File: src/rtl/spr_pkg.sv
package spr_pkg;

  typedef struct packed {
    logic valid;
    logic data;
  } spr_pix_t;

  function automatic int dots_per_line(input int pw, input logic wide);
    return wide ? 2 * pw : pw;
  endfunction

endpackage

File: src/rtl/spr_xcmp.sv
module spr_xcmp #(
  parameter int XW = 9
) (
  input  logic          clk,
  input  logic          rst_n,
  input  logic          dot_en,
  input  logic          line_start,
  input  logic [XW-1:0] raster_x,
  input  logic [XW-1:0] pos_x,
  output logic          trig
);

  logic fired_q, fired_d;
  logic hit;

  assign hit  = (raster_x == pos_x);
  assign trig = dot_en && !line_start && !fired_q && hit;

  always_comb begin
    fired_d = fired_q;
    if (dot_en) begin
      if (line_start)  fired_d = 1'b0;
      else if (trig)   fired_d = 1'b1;
    end
  end

  always_ff @(posedge clk or negedge rst_n) begin
    if (!rst_n) fired_q <= 1'b0;
    else        fired_q <= fired_d;
  end


  trig_once_chk: assert property (@(posedge clk) disable iff (!rst_n)
    trig |=> !trig);

endmodule

File: src/rtl/spr_shifter.sv
module spr_shifter
  import spr_pkg::*;
#(
  parameter int PW = 24
) (
  input  logic          clk,
  input  logic          rst_n,
  input  logic          dot_en,
  input  logic          line_start,
  input  logic          trig,
  input  logic [PW-1:0] pat_in,
  input  logic          wide_in,
  output spr_pix_t      pix
);

  localparam int CW = $clog2(2 * PW);
  localparam logic [CW-1:0] LAST_N = CW'(PW - 1);
  localparam logic [CW-1:0] LAST_W = CW'(2 * PW - 1);

  logic [PW-1:0] sreg_q, sreg_d;
  logic [CW-1:0] dcnt_q, dcnt_d;
  logic          act_q, act_d;
  logic          wide_q, wide_d;
  logic          step_bit;
  logic          at_end;

  assign step_bit = !wide_q || dcnt_q[0];
  assign at_end   = (dcnt_q == (wide_q ? LAST_W : LAST_N));

  always_comb begin
    sreg_d = sreg_q;
    dcnt_d = dcnt_q;
    act_d  = act_q;
    wide_d = wide_q;
    if (dot_en) begin
      if (line_start) begin
        sreg_d = pat_in;
        wide_d = wide_in;
        act_d  = 1'b0;
        dcnt_d = '0;
      end else if (trig) begin
        act_d  = 1'b1;
        dcnt_d = '0;
      end else if (act_q) begin
        if (at_end) begin
          act_d = 1'b0;
        end else begin
          dcnt_d = dcnt_q + 1'b1;
          if (step_bit) sreg_d = {sreg_q[PW-2:0], 1'b0};
        end
      end
    end
  end

  always_ff @(posedge clk or negedge rst_n) begin
    if (!rst_n) begin
      sreg_q <= '0;
      dcnt_q <= '0;
      act_q  <= 1'b0;
      wide_q <= 1'b0;
    end else begin
      sreg_q <= sreg_d;
      dcnt_q <= dcnt_d;
      act_q  <= act_d;
      wide_q <= wide_d;
    end
  end

  assign pix.valid = act_q;
  assign pix.data  = act_q && sreg_q[PW-1];


  ls_clears_chk: assert property (@(posedge clk) disable iff (!rst_n)
    (dot_en && line_start) |=> !pix.valid);


  end_en_chk: assert property (@(posedge clk) disable iff (!rst_n)
    $fell(act_q) |-> $past(dot_en));


  trig_starts_chk: assert property (@(posedge clk) disable iff (!rst_n)
    trig |=> pix.valid);

endmodule

File: src/rtl/spr_lane.sv
module spr_lane
  import spr_pkg::*;
#(
  parameter int XW = 9,
  parameter int PW = 24
) (
  input  logic          clk,
  input  logic          rst_n,
  input  logic          dot_en,
  input  logic          line_start,
  input  logic [XW-1:0] raster_x,
  input  logic          lo_wr,
  input  logic [XW-2:0] lo_din,
  input  logic          hi_wr,
  input  logic          hi_din,
  input  logic [PW-1:0] pat_in,
  input  logic          wide_in,
  output spr_pix_t      pix
);

  logic [XW-2:0] xlo_q, xlo_d;
  logic          xhi_q, xhi_d;
  logic          trig;

  always_comb begin
    xlo_d = lo_wr ? lo_din : xlo_q;
    xhi_d = hi_wr ? hi_din : xhi_q;
  end

  always_ff @(posedge clk or negedge rst_n) begin
    if (!rst_n) begin
      xlo_q <= '0;
      xhi_q <= 1'b0;
    end else begin
      xlo_q <= xlo_d;
      xhi_q <= xhi_d;
    end
  end

  spr_xcmp #(.XW(XW)) u_cmp (
    .clk        (clk),
    .rst_n      (rst_n),
    .dot_en     (dot_en),
    .line_start (line_start),
    .raster_x   (raster_x),
    .pos_x      ({xhi_q, xlo_q}),
    .trig       (trig)
  );

  spr_shifter #(.PW(PW)) u_shf (
    .clk        (clk),
    .rst_n      (rst_n),
    .dot_en     (dot_en),
    .line_start (line_start),
    .trig       (trig),
    .pat_in     (pat_in),
    .wide_in    (wide_in),
    .pix        (pix)
  );

endmodule

File: src/rtl/spr_coll.sv
module spr_coll #(
  parameter int NSPR = 2
) (
  input  logic            clk,
  input  logic            rst_n,
  input  logic            dot_en,
  input  logic            clr,
  input  logic [NSPR-1:0] set_pix,
  output logic            flag
);

  logic flag_q, flag_d;
  logic overlap;

  assign overlap = ($countones(set_pix) >= 2);

  always_comb begin
    flag_d = flag_q;
    if (dot_en) flag_d = (flag_q && !clr) || overlap;
  end

  always_ff @(posedge clk or negedge rst_n) begin
    if (!rst_n) flag_q <= 1'b0;
    else        flag_q <= flag_d;
  end

  assign flag = flag_q;


  coll_hold_chk: assert property (@(posedge clk) disable iff (!rst_n)
    (flag_q && !(dot_en && clr)) |=> flag_q);


  coll_set_chk: assert property (@(posedge clk) disable iff (!rst_n)
    (dot_en && overlap) |=> flag_q);

endmodule

File: src/rtl/sprite_hline.sv
module sprite_hline
  import spr_pkg::*;
#(
  parameter int XW   = 9,
  parameter int PW   = 24,
  parameter int NSPR = 2
) (
  input  logic               clk,
  input  logic               rst_n,
  input  logic               dot_en,
  input  logic               line_start,
  input  logic [XW-1:0]      raster_x,
  input  logic [NSPR-1:0]    xlo_wr,
  input  logic [XW-2:0]      xlo_din,
  input  logic [NSPR-1:0]    xhi_wr,
  input  logic [NSPR-1:0]    xhi_din,
  input  logic [NSPR*PW-1:0] pat_in,
  input  logic [NSPR-1:0]    hexp,
  input  logic               coll_clr,
  output logic [NSPR-1:0]    pix_valid,
  output logic [NSPR-1:0]    pix_data,
  output logic               coll_flag
);

  logic [1:0]      rst_sync_q;
  logic            rst_int_n;
  spr_pix_t        pix [NSPR];
  logic [NSPR-1:0] set_pix;

  always_ff @(posedge clk or negedge rst_n) begin
    if (!rst_n) rst_sync_q <= 2'b00;
    else        rst_sync_q <= {rst_sync_q[0], 1'b1};
  end
  assign rst_int_n = rst_sync_q[1];

  for (genvar s = 0; s < NSPR; s++) begin : g_lane
    spr_lane #(.XW(XW), .PW(PW)) u_lane (
      .clk        (clk),
      .rst_n      (rst_int_n),
      .dot_en     (dot_en),
      .line_start (line_start),
      .raster_x   (raster_x),
      .lo_wr      (xlo_wr[s]),
      .lo_din     (xlo_din),
      .hi_wr      (xhi_wr[s]),
      .hi_din     (xhi_din[s]),
      .pat_in     (pat_in[s*PW +: PW]),
      .wide_in    (hexp[s]),
      .pix        (pix[s])
    );
    assign pix_valid[s] = pix[s].valid;
    assign pix_data[s]  = pix[s].data;
    assign set_pix[s]   = pix[s].valid && pix[s].data;
  end

  spr_coll #(.NSPR(NSPR)) u_coll (
    .clk     (clk),
    .rst_n   (rst_int_n),
    .dot_en  (dot_en),
    .clr     (coll_clr),
    .set_pix (set_pix),
    .flag    (coll_flag)
  );


  frozen_chk: assert property (@(posedge clk) disable iff (!rst_int_n)
    !dot_en |=> ($stable(pix_valid) && $stable(pix_data) && $stable(coll_flag)));

endmodule

File: config.mk
export PLATFORM = sky130hd
export DESIGN_NAME = sprite_hline
export DESIGN_NICKNAME = d
export VERILOG_FILES = /design/src/rtl/spr_pkg.sv /design/src/rtl/spr_xcmp.sv /design/src/rtl/spr_shifter.sv /design/src/rtl/spr_lane.sv /design/src/rtl/spr_coll.sv /design/src/rtl/sprite_hline.sv
export SDC_FILE = /design/constraint.sdc
export NUM_CORES = 1
export LEC_CHECK = 0
export BUFFER_PORTS_ARGS = -buffer_cell sky130_fd_sc_hd__buf_2
export CAP_MARGIN = 25
export CORE_ASPECT_RATIO = 0.5
export CORE_UTILIZATION = 50
export CTS_CLUSTER_DIAMETER = 30
export DETAILED_ROUTE_END_ITERATION = 8
export PLACE_DENSITY = 0.73
export SLEW_MARGIN = 20
export SYNTH_ARGS = -nofsm -noshare
export SYNTH_HDL_FRONTEND = slang
export SYNTH_HIERARCHICAL = 1
export SYNTH_SLANG_ARGS = --single-unit
File: constraint.sdc
create_clock -name clk -period 3.7 [get_ports clk]
set_input_delay 0.185 -clock clk [delete_from_list [all_inputs] [get_ports clk]]
set_output_delay 0.185 -clock clk [all_outputs]
set_load 0.1 [all_outputs]
## After elaboration in Yosys (flattened, before gate mapping)

Index checks and enable logic that the tools add are counted.

| operators by class | value |
|---|---|
| order comparisons | 1 |
| muxes and demuxes | 32 |
| add/subtract/negate cells | 3 |
| equal/unequal tests | 10 |
| reductions and logical operators | 34 |

Operators with widths:

| kind | number |
|---|---|
| two-way mux 24 bit | 10 |
| two-way mux 6 bit | 10 |
| >= comparator 32 x 3 -> 1 bit, second input constant | 1 |
| == test 9 bit | 2 |
| adder 6 x 1 -> 6 bit, second input constant | 2 |
| == test 6 bit | 2 |
| two-way mux 1 bit | 12 |
| nonzero test 2 bit | 6 |
| logical AND 1 bit | 10 |
| AND reduction 5 bit | 2 |
| inequality test 2 bit, second input constant | 4 |
| logical NOT 1 bit | 6 |
| inequality test 3 x 2 -> 1 bit, second input constant | 2 |
| AND reduction 2 bit | 3 |
| AND reduction 3 bit | 2 |
| nonzero test 3 bit | 2 |
| logical OR 1 bit | 3 |
| adder 1 x 1 -> 2 bit | 1 |

| storage, ports and cells | value |
|---|---|
| register bits | 87 |
| output and inout port bits | 5 |
| word-level logic and storage cells | 96 |
| input port bits | 78 |

## Logic depth before layout (Yosys ltp)

| depth | value |
|---|---|
| depth after elaboration | 7 |
| gate-level depth with buffers | 7 |

## Modules after synthesis

The synthesis kept the hierarchy.

By module, submodules not included:

| module | times used | cells each | sequential area each (sq um) | area each (sq um) |
|---|---|---|---|---|
| spr_shifter | 2 | 133 | 800.8 | 1691.6 |
| spr_lane | 2 | 19 | 225.2 | 367.9 |
| spr_xcmp | 2 | 18 | 25.0 | 145.1 |
| sprite_hline | 1 | 5 | 50.0 | 66.3 |
| spr_coll | 1 | 3 | 25.0 | 38.8 |

## Least setup slack after synthesis

No wires, ideal clock.

| path | value |
|---|---|
| path kind | reg-to-reg |
| start | reg g_lane[0].u_lane.u_shf.dcnt_q[3] |
| end | reg g_lane[0].u_lane.u_shf.sreg_q[23] |
| data required time | 3.573 ns |
| arrival time | 1.797 ns |
| stages on the path, launching flop included | 6 |
| path slack | 1.775 ns |
| period minus slack after synthesis | 1.925 ns |
| path buffers | 1 |
| library setup time | 0.127 ns |
| path through | dfrtp_1 > or4b_4 > a211oi_2 > nand3b_4 > buf_6 > mux2_1 |

| on the way | value |
|---|---|
| longest elaborated chain between the ends | 3 |

Ends and longest elaborated chain:

| element | line | source |
|---|---|---|
| from (decl) | spr_shifter.sv:21 | `logic [CW-1:0] dcnt_q, dcnt_d;` |
| from (signal assigned) | spr_shifter.sv:63 | `dcnt_q <= dcnt_d;` |
| == test 6 bit | spr_shifter.sv:28 | `assign at_end = (dcnt_q == (wide_q ? LAST_W : LAST_N));` |
| inequality test 2 bit (no line) | n/a |  |
| AND reduction 5 bit (no line) | n/a |  |
| to (signal assigned) | spr_shifter.sv:62 | `sreg_q <= sreg_d;` |
| to (decl) | spr_shifter.sv:20 | `logic [PW-1:0] sreg_q, sreg_d;` |

No other way between the ends.
A chain may end at the register's enable or synchronous reset.

## Final worst setup path

| path | value |
|---|---|
| start | reg g_lane[1].u_lane.xlo_q[6] |
| end | reg g_lane[1].u_lane.u_shf.sreg_q[16] |

| on the way | value |
|---|---|
| longest elaborated chain between the ends | 4 |

Ends and longest elaborated chain:

| element | line | source |
|---|---|---|
| from (decl) | spr_lane.sv:21 | `logic [XW-2:0] xlo_q, xlo_d;` |
| from (signal assigned) | spr_lane.sv:35 | `xlo_q <= xlo_d;` |
| == test 9 bit | spr_xcmp.sv:16 | `assign hit = (raster_x == pos_x);` |
| logical AND 1 bit | spr_xcmp.sv:17 | `assign trig = dot_en && !line_start && !fired_q && hit;` |
| net g_lane[1].u_lane.trig | spr_lane.sv:23 | `logic trig;` |
| inequality test 2 bit (no line) | n/a |  |
| AND reduction 5 bit (no line) | n/a |  |
| to (signal assigned) | spr_shifter.sv:62 |  |
| to (decl) | spr_shifter.sv:20 |  |

The timed path passes the listed nets, and every way through them passes these cells.

==> flow_metrics.tcl <==
set metrics [dict create \
    status "finished, final reports clean" \
    area_delta_synth_final_pct 17.2 \
    grt-ovfl-total 0 \
    r2r_start "g_lane[1].u_lane/xlo_q[6]" \
    grt_use_total_pct 19.6 \
    syn_area_um2 4510 \
    synthCells 348 \
    min_to "g_lane[0].u_lane/xhi_q" \
    drt-initial-drc-count 94 \
    reg2reg_slack_ps 1540 \
    initial_core_util_pct 51.7 \
    htree_levels 3 \
    path_clk_slew_ps 60 \
    grt_antenna_before_repair 0 \
    die_area_um2 9440 \
    port_buffers 82 \
    via_count 2914 \
    synthArstFlopShare_pct 100 \
    hpwl_mm 5.72 \
    fin_nets 508 \
    power.density_nw_per_um2 538 \
    dieHeight_um 69.2 \
    dr.pass1.iters 4 \
    hold_viol 0 \
    critPathKind "reg2reg" \
    wl_per_cell_um 15.2 \
    gp_congestion 0.774 \
    drv_slew 0 \
    grt_pass1_vias 2924 \
    end_kind "register" \
    drive_gt1_share_pct 42.0 \
    io_pins 83 \
    ys_seq_area_share_pct 48.2 \
    relSlewSlack_pct 50.0 \
    synth_ff_type "dfrtp_1" \
    nFillCells 716 \
    syn_avg_cell_area_um2 13.0 \
    final_antenna_net_count 0 \
    drv_cap 0 \
    worstSetupStartpointType "register" \
    grt_pass1_wl_mm 14.3 \
    cts_root_buffer "clkbuf_16" \
    required_ps 3910 \
    period_minus_slack_ps 2160 \
    worstPathArrival_ps 2370 \
    setup_viol 0 \
    post-cts-setup-buffers 0 \
    min_path_cells 2 \
    timing.final.crit_share_pct 58.4 \
    final.setup_skew_ps 3.49 \
    rsz0062_at_grt "false" \
    drt-total-wl_mm 8.33 \
    clock_latency_ps 330 \
    reg2regPathDepth 6 \
    antenna-diode-count 0 \
    coreArea_um2 8740 \
    rr_endpoint "g_lane[1].u_lane/u_shf/sreg_q[16]" \
    cts-buffers-inserted 9 \
    core.rowCount 24 \
    synth_cell_types 41 \
    cts.path.max_buffers 2 \
    ir_drop_v 0.000257 \
    worst_slew_pin_slew_ps 749 \
    ys_ff_latch 87 \
    synth_edf_count 0 \
    hp-start "xhi_din[0]" \
    syn-num-nets 428 \
    cts_tree "yes" \
    viasPerCell 5.30 \
    die_x_um 136 \
    cp_max_fo 24 \
    tns_ps 0 \
    fmax_mhz 463 \
    p_leak_uw 0.00239 \
    cts.sinks 87 \
    yosys_warnings 6 \
    drc 0 \
    post-route-util_pct 60.5 \
    grt_max_degree 59 \
    hold_path.class "in2reg" \
]
-- routing by layer --
metal,part of all wire [%],global-route usage (%),vias up,wire [um]
li1,-,-,1438,-
met1,49,27.5,1428,4110
met2,47,30.4,46,3940
met3,2.9,4.53,2,243
met4,0.41,5.80,0,34
met5,0,0,-,0
-- critical path, cell delays in order, from the launching register on --
cell	delay (ps)
dfrtp_1	400
xnor2_1	140
nand4_1	150
nor3_1	100
o31ai_1	420
nand3b_4	360
mux2_1	450
-- flip-flops by register name (all words and copies together) (netlist names), 2 cells and up --
signal                       cells
g_lane.u_lane/u_shf/act_q        2
g_lane.u_lane/u_cmp/fired_q      2
g_lane.u_lane/xhi_q              2
g_lane.u_lane/xlo_q             16
g_lane.u_lane/u_shf/dcnt_q      12
g_lane.u_lane/u_shf/wide_q       2
rst_sync_q                       2
g_lane.u_lane/u_shf/sreg_q      48
-- final cells by class --
class	count	area (um^2)	area share, %
Multi-Input combinational cell	239	2190	41.5
Timing Repair Buffer	85	435	8.23
Clock buffer	13	270	5.11
Inverter	6	22.5	0.426
Tap cell	117	146	2.77
Clock inverter	3	40.0	0.757
Sequential cell	87	2180	41.2
-- placed cells by master (no fill, tap or decap), types with 3 or more instances in the layout --
cell / n
nand4_1: 8
nor2_1: 6
mux2_4: 16
dfrtp_1: 86
a32o_1: 3
a21oi_1: 4
nand2_1: 23
nand3_1: 6
clkbuf_8: 3
xnor2_1: 18
mux2_2: 58
nand2b_1: 4
inv_1: 6
o21ai_0: 4
nor4_1: 4
clkbuf_16: 9
and2_1: 4
mux2_1: 38
buf_2: 82
o211ai_1: 4
o31ai_1: 4
-- Yosys cell counts, types with 6 or more instances --
master	count	area share, %
dfrtp_1	87	48
mux2_2	58	14
mux2_1	38	9.5
nand2_1	23	1.9
xnor2_1	18	3.5
mux2_4	16	5.3
nand4_1	8	1.1
clkbuf_1	6	0.50
inv_1	6	0.50
nand3_1	6	0.67
nor2_1	6	0.50
-- where the power goes --
part | internal [uW] | switching [uW] | total (uW)
Sequential | 1190 | 163 | 1350
Clock | 576 | 345 | 922
Combinational | 329 | 243 | 573
-- how the worst max path moves through the flow --
stage / from / to / slack, ps / depth (start not counted)
floorplan: rst_sync_q[1] / g_lane[0].u_lane/u_cmp/fired_q / 1100 / 0
global placement: dot_en / g_lane[0].u_lane/u_shf/sreg_q[12] / 1560 / 6
detailed placement: dot_en / g_lane[1].u_lane/u_shf/sreg_q[12] / 1550 / 6
CTS: g_lane[1].u_lane/xlo_q[6] / g_lane[1].u_lane/u_shf/sreg_q[16] / 1530 / 6
global route: g_lane[1].u_lane/xlo_q[6] / g_lane[1].u_lane/u_shf/sreg_q[16] / 1360 / 6
finish: g_lane[1].u_lane/xlo_q[6] / g_lane[1].u_lane/u_shf/sreg_q[16] / 1540 / 6
-- kinds of logic (layout without fill, tap and decap cells) --
logic type               after synthesis  after routing  synth area share [%]
other                                  1              1                0.0831
flip-flops                            87             87                  48.2
buffers and inverters                 22            107                  3.16
adder cells (fa/ha/maj)                2              2                 0.554
multiplexers                         112            112                  29.3
AO/OA/AOI/OAI                         37             37                  6.38
XOR/XNOR                              18             18                  3.49
AND/OR/NAND/NOR                       69             69                  8.84
-- metrics by stage --
stage	cell area, um^2	instances	total power [uW]	setup WS, ps	hold WS [ps]
final	5290	550	2850	1540	84.9
after global routing	5290	550	3020	1360	85.7
after CTS	5290	550	2890	1530	71.5
after detailed placement	4970	533	1950	1550	-26.3
after global placement	4970	533	1920	1560	-28.7
after floorplan	4510	348	1800	1100	-111
-- repair_timing --
item / in CTS / in global routing
endpoints found under the hold margin: 2 / 0
resized for setup: 0 / 0
hold buffers: 1 / 0
Note: power is estimated with default switching activity, not from simulation.
